### config.mk
export PLATFORM = sky130hd
export DESIGN_NAME = opsel_decoder
export DESIGN_NICKNAME = d
export VERILOG_FILES = /design/src/rtl/opsel_pkg.sv /design/src/rtl/opsel_ctrl.sv /design/src/rtl/opsel_agen.sv /design/src/rtl/opsel_decoder.sv
export SDC_FILE = /design/constraint.sdc
export NUM_CORES = 1
export LEC_CHECK = 0
export ABC_AREA = 1
export BUFFER_PORTS_ARGS = -buffer_cell sky130_fd_sc_hd__buf_2
export CAP_MARGIN = 20
export CELL_PAD_IN_SITES_DETAIL_PLACEMENT = 1
export CELL_PAD_IN_SITES_GLOBAL_PLACEMENT = 1
export CORE_MARGIN = 2
export CORE_UTILIZATION = 42
export DETAILED_ROUTE_END_ITERATION = 6
export GPL_ROUTABILITY_DRIVEN = 0
export PLACE_DENSITY_LB_ADDON = 0.1
export SYNTH_ARGS = -nofsm -noshare
export SYNTH_HDL_FRONTEND = slang
export SYNTH_HIERARCHICAL = 1
export SYNTH_SLANG_ARGS = --single-unit
### constraint.sdc
create_clock -name clk -period 3.4 [get_ports clk]
set_input_delay 0 -clock clk [delete_from_list [all_inputs] [get_ports clk]]
set_output_delay 0 -clock clk [all_outputs]
set_load 0.02 [all_outputs]
### src/rtl/opsel_pkg.sv
package opsel_pkg;

    typedef enum logic [2:0] {
        ST_IDLE,
        ST_OPCODE,
        ST_SELECT,
        ST_SCALED,
        ST_DISP,
        ST_RD_BASE,
        ST_RD_INDEX,
        ST_FINISH
    } dec_state_e;

    localparam logic [3:0] PREFIX_NIBBLE = 4'b0100;
    localparam logic [1:0] MODE_DIRECT   = 2'b11;
    localparam logic [2:0] CODE_ESCAPE   = 3'b100;
    localparam logic [2:0] CODE_NO_BASE  = 3'b101;
    localparam logic [2:0] CODE_NO_INDEX = 3'b100;

    // number of displacement bytes for a memory mode and base code
    function automatic logic [2:0] disp_bytes(input logic [1:0] mode,
                                              input logic [2:0] base_code);
        logic [2:0] n;
        unique case (mode)
            2'b01:   n = 3'd1;
            2'b10:   n = 3'd4;
            2'b00:   n = (base_code == CODE_NO_BASE) ? 3'd4 : 3'd0;
            default: n = 3'd0;
        endcase
        return n;
    endfunction

endpackage

### src/rtl/opsel_ctrl.sv
module opsel_ctrl
    import opsel_pkg::*;
#(
    parameter int BYTE_W = 8,
    parameter int DISP_N = 4,
    localparam int DISP_W = BYTE_W * DISP_N
) (
    input  logic              clk,
    input  logic              rst_n,
    input  logic              wide_mode,
    input  logic              in_valid,
    input  logic [BYTE_W-1:0] in_data,
    output logic              in_ready,
    output dec_state_e        state,
    output logic              start,
    output logic [BYTE_W-1:0] opcode,
    output logic [1:0]        mode,
    output logic [2:0]        reg3,
    output logic [2:0]        rm3,
    output logic [1:0]        scale,
    output logic [2:0]        idx3,
    output logic [2:0]        base3,
    output logic              has_sib,
    output logic [2:0]        pfx,
    output logic [DISP_W-1:0] disp
);

    dec_state_e nxt;
    logic       fire;
    logic       is_pfx;
    logic [2:0] dcnt;
    logic [2:0] dlen;

    assign in_ready = (state == ST_IDLE) || (state == ST_OPCODE) ||
                      (state == ST_SELECT) || (state == ST_SCALED) ||
                      (state == ST_DISP);
    assign fire   = in_valid && in_ready;
    assign is_pfx = wide_mode && (in_data[7:4] == PREFIX_NIBBLE);
    assign start  = fire && (state == ST_IDLE);

    always_comb begin
        nxt = state;
        unique case (state)
            ST_IDLE:   if (fire) nxt = is_pfx ? ST_OPCODE : ST_SELECT;
            ST_OPCODE: if (fire) nxt = ST_SELECT;
            ST_SELECT: if (fire) begin
                if (in_data[7:6] == MODE_DIRECT)        nxt = ST_FINISH;
                else if (in_data[2:0] == CODE_ESCAPE)   nxt = ST_SCALED;
                else if (disp_bytes(in_data[7:6], in_data[2:0]) != 3'd0)
                                                        nxt = ST_DISP;
                else                                    nxt = ST_RD_BASE;
            end
            ST_SCALED: if (fire)
                nxt = (disp_bytes(mode, in_data[2:0]) != 3'd0) ? ST_DISP : ST_RD_BASE;
            ST_DISP:   if (fire && (dcnt == dlen - 3'd1)) nxt = ST_RD_BASE;
            ST_RD_BASE:  nxt = ST_RD_INDEX;
            ST_RD_INDEX: nxt = ST_FINISH;
            ST_FINISH:   nxt = ST_IDLE;
            default:     nxt = ST_IDLE;
        endcase
    end

    always_ff @(posedge clk or negedge rst_n) begin
        if (!rst_n) state <= ST_IDLE;
        else        state <= nxt;
    end

    always_ff @(posedge clk or negedge rst_n) begin
        if (!rst_n) begin
            opcode <= '0; mode <= '0; reg3 <= '0; rm3 <= '0;
            scale <= '0; idx3 <= '0; base3 <= '0; has_sib <= 1'b0;
            pfx <= '0; disp <= '0; dcnt <= '0; dlen <= '0;
        end else if (fire) begin
            unique case (state)
                ST_IDLE: begin
                    if (is_pfx) pfx <= in_data[2:0];
                    else begin
                        pfx    <= '0;
                        opcode <= in_data;
                    end
                end
                ST_OPCODE: opcode <= in_data;
                ST_SELECT: begin
                    mode    <= in_data[7:6];
                    reg3    <= in_data[5:3];
                    rm3     <= in_data[2:0];
                    has_sib <= (in_data[7:6] != MODE_DIRECT) &&
                               (in_data[2:0] == CODE_ESCAPE);
                    scale   <= '0;
                    idx3    <= '0;
                    base3   <= '0;
                    disp    <= '0;
                    dcnt    <= '0;
                    dlen    <= (in_data[7:6] == MODE_DIRECT) ? 3'd0 :
                               disp_bytes(in_data[7:6], in_data[2:0]);
                end
                ST_SCALED: begin
                    scale <= in_data[7:6];
                    idx3  <= in_data[5:3];
                    base3 <= in_data[2:0];
                    dlen  <= disp_bytes(mode, in_data[2:0]);
                end
                ST_DISP: begin
                    disp[BYTE_W*dcnt[1:0] +: BYTE_W] <= in_data;
                    dcnt <= dcnt + 3'd1;
                end
                default: ;
            endcase
        end
    end

endmodule

### src/rtl/opsel_agen.sv
module opsel_agen #(
    parameter int AW = 32
) (
    input  logic          clk,
    input  logic          rst_n,
    input  logic          clr,
    input  logic          ld_base,
    input  logic          ld_index,
    input  logic          base_en,
    input  logic          index_en,
    input  logic [1:0]    scale,
    input  logic [AW-1:0] disp_ext,
    input  logic [AW-1:0] rdata,
    output logic [AW-1:0] ea
);

    logic [AW-1:0] scaled;

    assign scaled = rdata << scale;

    always_ff @(posedge clk or negedge rst_n) begin
        if (!rst_n)        ea <= '0;
        else if (clr)      ea <= '0;
        else if (ld_base)  ea <= disp_ext + (base_en ? rdata : '0);
        else if (ld_index) ea <= ea + (index_en ? scaled : '0);
    end

endmodule

### src/rtl/opsel_decoder.sv
module opsel_decoder
    import opsel_pkg::*;
#(
    parameter int AW = 32,
    localparam int BYTE_W = 8,
    localparam int DISP_N = 4,
    localparam int DISP_W = BYTE_W * DISP_N,
    localparam int RN_W = 4
) (
    input  logic              clk,
    input  logic              rst_n,
    input  logic              wide_mode,
    input  logic              in_valid,
    input  logic [BYTE_W-1:0] in_data,
    output logic              in_ready,
    output logic [RN_W-1:0]   rf_addr,
    input  logic [AW-1:0]     rf_rdata,
    output logic              done,
    output logic [BYTE_W-1:0] opcode,
    output logic [RN_W-1:0]   reg_num,
    output logic [2:0]        ext_code,
    output logic [RN_W-1:0]   base_num,
    output logic [RN_W-1:0]   index_num,
    output logic              is_mem,
    output logic [AW-1:0]     eff_addr
);

    dec_state_e        state;
    logic              start;
    logic [1:0]        mode;
    logic [2:0]        reg3, rm3, idx3, base3, pfx, base_code;
    logic [1:0]        scale;
    logic              has_sib, base_en, index_en;
    logic [DISP_W-1:0] disp;
    logic [AW-1:0]     disp_ext;

    opsel_ctrl #(.BYTE_W(BYTE_W), .DISP_N(DISP_N)) u_ctrl (
        .clk(clk), .rst_n(rst_n), .wide_mode(wide_mode),
        .in_valid(in_valid), .in_data(in_data), .in_ready(in_ready),
        .state(state), .start(start), .opcode(opcode), .mode(mode),
        .reg3(reg3), .rm3(rm3), .scale(scale), .idx3(idx3), .base3(base3),
        .has_sib(has_sib), .pfx(pfx), .disp(disp)
    );

    assign base_code = has_sib ? base3 : rm3;
    assign base_en   = !((mode == 2'b00) && (base_code == CODE_NO_BASE));
    assign index_en  = has_sib && !((idx3 == CODE_NO_INDEX) && !pfx[1]);
    assign disp_ext  = (mode == 2'b01) ? AW'($signed(disp[BYTE_W-1:0]))
                                       : AW'($signed(disp));

    always_comb begin
        reg_num   = {pfx[2], reg3};
        ext_code  = reg3;
        base_num  = {pfx[0], base_code};
        index_num = {pfx[1], idx3};
        is_mem    = (mode != MODE_DIRECT);
        done      = (state == ST_FINISH);
        rf_addr   = (state == ST_RD_INDEX) ? index_num : base_num;
    end

    opsel_agen #(.AW(AW)) u_agen (
        .clk(clk), .rst_n(rst_n), .clr(start),
        .ld_base(state == ST_RD_BASE), .ld_index(state == ST_RD_INDEX),
        .base_en(base_en), .index_en(index_en), .scale(scale),
        .disp_ext(disp_ext), .rdata(rf_rdata), .ea(eff_addr)
    );

endmodule

==> results.toml, run 1 <==
[outcome]
status = "complete, no violations"

[clocking]
clock_latency_ns = 0.37
h-tree-depth = 3
cts_made_buffers = 9
tritoncts = "built"
clockRootBuffer = "clkbuf_16"
clkTransAtPathRegs_ns = 0.09
clkSinkCount = 100
clockBufferDepth = 2

[global_route]
grt_start_max_net_pins = 58
grt.total_usage = 0.300
grt_pass1_vias = 12080
grt-ovfl-total = 0
antenna_found_initial = 0
grt_pass1_wl_um = 63200

[finish]
diodes = 0
final_area_um2 = 12100
final_cell_mix = "nand2_1, inv_1, nand3_1, nor2_1, buf_2"
drive_gt1_frac = 0.117
nFillCells = 3592
final_common_cell = "nand2_1"
syn2layout_area_growth_pct = 12.2
final_util = 0.479
final_nets = 2017

[timing]
slew_viol_final = 0
setup_slack_ns = 0.185
fin_setup_tns_ns = 0
tightest_slew_ns = 1.13
timing.final.crit_share = 0.946
worst_hold_slack_ns = 0.0139
maxClockFrequency_mhz = 311
fin_crit_ns = 3.22
skew_ns = 0.0191
setup_violations = 0
slew_headroom = 0.248
final-hold-violation-count = 0

[place]
placed_area_um2 = 11600
place_ws_ns = 0.0759
hpwlAfterDp_um = 32400
portBuffers = 105

[setup_path]
crit_fanout = 7
r2r_start = "u_ctrl/idx3[1]$_DFFE_PN0P_"
rrSetupSlack_ns = 0.18
critPathKind = "reg2reg"
reg2reg_depth = 19
regToRegEndpoint = "u_agen/ea[20]$_DFFE_PN0P_"
crit_arrival_ns = 3.47
start_kind = "register"
end_kind = "register"
critPathRequiredTime_ns = 3.65

[min_path]
min_to = "u_ctrl/disp[18]$_DFFE_PN0P_"
hold_path_class = "in2reg"
hp-start = "in_data[2]"
holdPathStages = 3

[power]
max-vdd-ir-drop_uv = 425
power.density_nw_per_um2 = 693
leakage_nw = 7.14

[detailed_routing]
dr_wl_met2_um = 19800
dr_wl_met3_um = 1280
drc = 0
routed_wl_um = 39900
vias = 11762
ant_nets = 0
met1_length_um = 18100
via_per_inst = 5.25
top_layer = "met4"
wire_per_inst_um = 17.8
drt-pass1-iter-count = 5
drtIter0Drc = 526

[synthesis]
synth_flop_cell = "dfrtp_1"
synth_edf_count = 0
syn_area_per_cell_um2 = 5.95
synth_cells = 1805
yosys_warnings = 6
ys_ff_latch = 100
synth.distinct_cells = 50
synth.area.top_cells = "dfrtp_1, nand2_1, inv_1, ha_1, nand3_1"
syn_area_um2 = 10700
async_reset_ff_frac = 1.00
synthesis.nets = 1917
synth_top_area_frac = 0.233
yosysSeqAreaShare = 0.233
synth_top_area_cell = "dfrtp_1"

[run]
cap_violations = 0

[floorplan]
io_pins = 106
dieWidth_um = 164
core-area_um2 = 25200
num_rows = 58
die-height_um = 164
dieArea_um2 = 26900
initial_core_util = 0.427
-- per-layer routing --
metal,vias to the layer above,GRT usage
li1,5843,-
met1,5677,0.388
met2,200,0.542
met3,42,0.0278
met4,0,0.0666
met5,-,0
-- kinds of logic (layout without fill, tap and decap cells) --
family | after synthesis | count (layout) | synth area share
flip-flops | 100 | 100 | 0.233
buffers and inverters | 377 | 482 | 0.140
adder cells (fa/ha/maj) | 68 | 68 | 0.0806
AND/OR/NAND/NOR | 987 | 987 | 0.386
AO/OA/AOI/OAI | 230 | 230 | 0.122
multiplexers | 29 | 29 | 0.0270
XOR/XNOR | 14 | 14 | 0.0114
-- through the flow --
stage | total power [W] | cells
finish | 0.00835 | 2240
global route | 0.00903 | 2240
CTS | 0.00829 | 2238
detailed placement | 0.00712 | 2213
global placement | 0.00696 | 2213
floorplan | 0.00555 | 1805
-- worst max path at each step --
stage                          startpoint  slack, ns  cells past startpoint                   endpoint
4_1_cts        u_ctrl/idx3[2]$_DFFE_PN0P_       0.09                     18  u_agen/ea[20]$_DFFE_PN0P_
5_1_grt        u_ctrl/idx3[1]$_DFFE_PN0P_      -0.04                     17  u_agen/ea[17]$_DFFE_PN0P_
2_1_floorplan  u_ctrl/idx3[0]$_DFFE_PN0P_       0.57                     20  u_agen/ea[28]$_DFFE_PN0P_
3_5_place_dp   u_ctrl/idx3[0]$_DFFE_PN0P_       0.08                     19  u_agen/ea[28]$_DFFE_PN0P_
6_report       u_ctrl/idx3[1]$_DFFE_PN0P_       0.18                     19  u_agen/ea[20]$_DFFE_PN0P_
3_3_place_gp   u_ctrl/idx3[0]$_DFFE_PN0P_       0.21                     18  u_agen/ea[30]$_DFFE_PN0P_
-- critical path: stages, from the launching register on --
cell	delay, ns
dfrtp_1	0.40
nor2_1	0.11
a31oi_4	0.21
inv_1	0.14
nor2_4	0.18
clkinvlp_4	0.19
nor2_1	0.14
ha_2	0.22
inv_1	0.06
fa_1	0.35
inv_1	0.13
nand3_1	0.10
nand3_1	0.15
nand3_1	0.09
nand3_1	0.18
nand2_1	0.11
nand3_1	0.10
nand3_1	0.08
nand3_1	0.09
nand2_1	0.07
-- flip-flops by register name (all words and copies together), names as in the netlist --
name and count:
u_ctrl/state 3, u_ctrl/mode 2, u_agen/ea 32, u_ctrl/has_sib 1, u_ctrl/pfx 3, u_ctrl/dlen 2
u_ctrl/base3 3, u_ctrl/opcode 8, u_ctrl/scale 2, u_ctrl/idx3 3, u_ctrl/disp 32, u_ctrl/dcnt 3
u_ctrl/rm3 3, u_ctrl/reg3 3
-- final cells by class --
| type | count | area, µm² | share of cell area |
|---|---|---|---|
| clock buffers | 9 | 225 | 0.0187 |
| clock inverters | 7 | 80.1 | 0.00665 |
| multi-input cells | 1328 | 6780 | 0.563 |
| inverters | 333 | 1250 | 0.104 |
| flip-flops and latches | 100 | 2500 | 0.208 |
| repair inverters | 1 | 7.51 | 0.000623 |
| repair buffers | 132 | 791 | 0.0656 |
| well taps | 330 | 413 | 0.0343 |
-- timing repair --
item	in CTS	in global routing
hold buffers	9	0
hold endpoints to repair	64	0
setup endpoints to repair	2	18
buffers inserted	0	1
pin swaps	0	0
gates resized for setup	1	7
cloned	0	1
-- power by group --
part | switching (W) | total [W] | leakage (nW) | internal, W
Clock | 0.000598 | 0.00112 | 0.145 | 0.000525
Combinational | 0.00359 | 0.00529 | 5.67 | 0.00170
Sequential | 0.000374 | 0.00193 | 1.33 | 0.00156
Total | 0.00457 | 0.00835 | 7.14 | 0.00378
-- Yosys cell counts (5+ instances only) --
cell      instances
a21oi_1          50
o22ai_1          37
buf_4             6
nor3_1            7
buf_6             6
nand4_1           9
nand3_2           5
buf_2            11
mux2i_1          29
xor2_1            6
nand2_2          21
o21bai_1          5
inv_2             5
nor2_2           11
xnor2_1           8
o21ai_1          10
nor2_1          115
o21ai_2           7
dfrtp_1         100
inv_1           326
ha_1             66
o21ai_0         103
nand3_1         138
nand2_1         657
clkbuf_1         18
(Power assumes the default switching activity.)
==> run 2: changes to the inputs <==
Settings changed: CELL_PAD_IN_SITES_DETAIL_PLACEMENT 1 to unset, CELL_PAD_IN_SITES_GLOBAL_PLACEMENT 1 to unset, CORE_UTILIZATION 42 to 45, RECOVER_POWER set to 50.
==> run 2 against run 1 <==
  * The flow now finishes with violations (capacitance limit, slew limit)
  * Wire length is 13% lower
  * Setup slack gained 0.051 ns
  * Sequential share of layout area up 0.24 points
  * Critical path depth decreased by 2
  * Clock power is essentially flat
  * Via count shrank 3.4%
  * Non-clock buffer count is 3 lower
  * Final cell count decreased by 0.67%
  * Clock skew fell by 0.0084 ns
==> results.toml, run 2 (synthesized netlist as in run 1, its figures left out) <==
[outcome]
status = "finished, violations left"
violations = "capacitance limit, slew limit"

[power]
finalPower_w = 0.00806
max-vdd-ir-drop_uv = 402
power.density_nw_per_um2 = 677
leakage_nw = 6.92

[finish]
nFillCells = 2548
drive_gt1_frac = 0.0839
diodes = 0
final_common_cell = "nand2_1"
seqCellArea_um2 = 2500
final_nets = 2013
reg.largest.list = "u_agen/ea: 32 flops, u_ctrl/disp: 32 flops, u_ctrl/opcode: 8 flops"
final_cell_mix = "nand2_1, inv_1, nand3_1, nor2_1, o21ai_0"
syn2layout_area_growth_pct = 10.9
multi_input_area_um2 = 6770

[clocking]
post-cts-setup-buffers = 0
clockBufferDepth = 2
clock_latency_ns = 0.37
clkSinkCount = 100
tritoncts = "built"
clkTransAtPathRegs_ns = 0.09
cts_made_buffers = 9
clockRootBuffer = "clkbuf_16"
h-tree-depth = 3

[detailed_routing]
ant_nets = 0
drt-pass1-iter-count = 5
routed_wl_um = 34500
vias = 11366
wire_per_inst_um = 15.5
drc = 0
via_per_inst = 5.11
drtIter0Drc = 694

[setup_path]
start_kind = "register"
critPathKind = "reg2reg"
rrSetupSlack_ns = 0.24
critPathRequiredTime_ns = 3.66
crit_arrival_ns = 3.42
end_kind = "register"
crit_fanout = 18

[floorplan]
num_rows = 56
initial_core_util = 0.458
die-height_um = 159
dieWidth_um = 159
io_pins = 106
dieArea_um2 = 25100
core-area_um2 = 23500

[run]
cap_violations = 1

[global_route]
antenna_found_initial = 0
grt_pass1_wl_um = 55400
grt.total_usage = 0.283
grt_start_max_net_pins = 70
grt_pass1_vias = 10935
grt-ovfl-total = 0

[timing]
timing.final.crit_share = 0.931
final-hold-violation-count = 0
skew_ns = 0.0107
slew_headroom = -0.154
maxClockFrequency_mhz = 316
worst_hold_slack_ns = 0.110
slew_viol_final = 70
fin_crit_ns = 3.16
tightest_slew_ns = 1.73
setup_violations = 0

[min_path]
hold_path_class = "in2reg"

[place]
hpwlAfterDp_um = 27700
portBuffers = 105
## run 2: changes by cell type in the layout (fill, tap and decap cells not counted), sizes merged
| cell | change |
|---|---|
| clkinvlp | -2 |
| buf | -62 |
| clkbuf | +58 |
| dlygate4sd3 | +1 |
| inv | +1 |
## run 2: worst paths after layout
kind                                              start                      endpoint  cells past startpoint
max reg2reg                  u_ctrl/idx3[1]$_DFFE_PN0P_     u_agen/ea[26]$_DFFE_PN0P_                     17
min in group asynchronous                         rst_n  u_ctrl/opcode[5]$_DFFE_PN0P_                      2
min                                           wide_mode     u_ctrl/pfx[1]$_DFFE_PN0P_                      5
max in group asynchronous                         rst_n     u_agen/ea[24]$_DFFE_PN0P_                      3
max                          u_ctrl/idx3[1]$_DFFE_PN0P_     u_agen/ea[26]$_DFFE_PN0P_                     17
min reg2reg                u_ctrl/opcode[3]$_DFFE_PN0P_  u_ctrl/opcode[3]$_DFFE_PN0P_                      2
## run 2: final cells by class
type                       count  share of cell area
tap                          319              0.0335
inverter                     333               0.105
clock buffer                   9              0.0189
clock inverter                 7             0.00746
timing repair buffer         129              0.0566
multi-input combinational   1328               0.568
sequential                   100               0.210
## run 2: stage by stage
step	instance area [µm²]	utilization	setup WS, ns	TNS (ns)	std cells
2_1_floorplan	10700	-	0.571	0	1805
3_3_place_gp	11600	0.492	0.223	0	2199
3_5_place_dp	11600	0.492	0.206	0	2199
4_1_cts	12000	0.510	0.178	0	2225
5_1_grt	11900	0.507	-0.00766	-0.00766	2225
6_report	11900	0.507	0.235	0	2225
## run 2: power breakdown
group          internal, W  switching, W  total, W
sequential         0.00156      0.000391   0.00195
combinational      0.00161       0.00338   0.00498
clock             0.000533      0.000596   0.00113
## run 2: repair_timing
action / in CTS / in global routing
gates resized for setup: 0 / 6
hold buffers: 10 / 0
hold endpoints to repair: 77 / 0
endpoints found under the setup margin: 0 / 24
## run 2: worst max-delay path, stage by stage (launching register included)
cell     delay, ns
dfrtp_1       0.42
nor2_1        0.23
a31oi_4       0.14
inv_1         0.07
nor2_1        0.06
inv_2         0.13
buf_4         0.25
o22ai_1       0.13
ha_1          0.40
nand2_1       0.13
nor2_1        0.35
nand2_1       0.19
nor2_1        0.12
nand2_1       0.07
nand4_1       0.08
nand3_1       0.09
nand3_1       0.12
nand2_1       0.06
## run 2: routing by layer
layer / track usage / share of wire
met4: 0.0875 / 0.027
met5: 0 / 0
met1: 0.371 / 0.45
met2: 0.487 / 0.47
met3: 0.0332 / 0.052
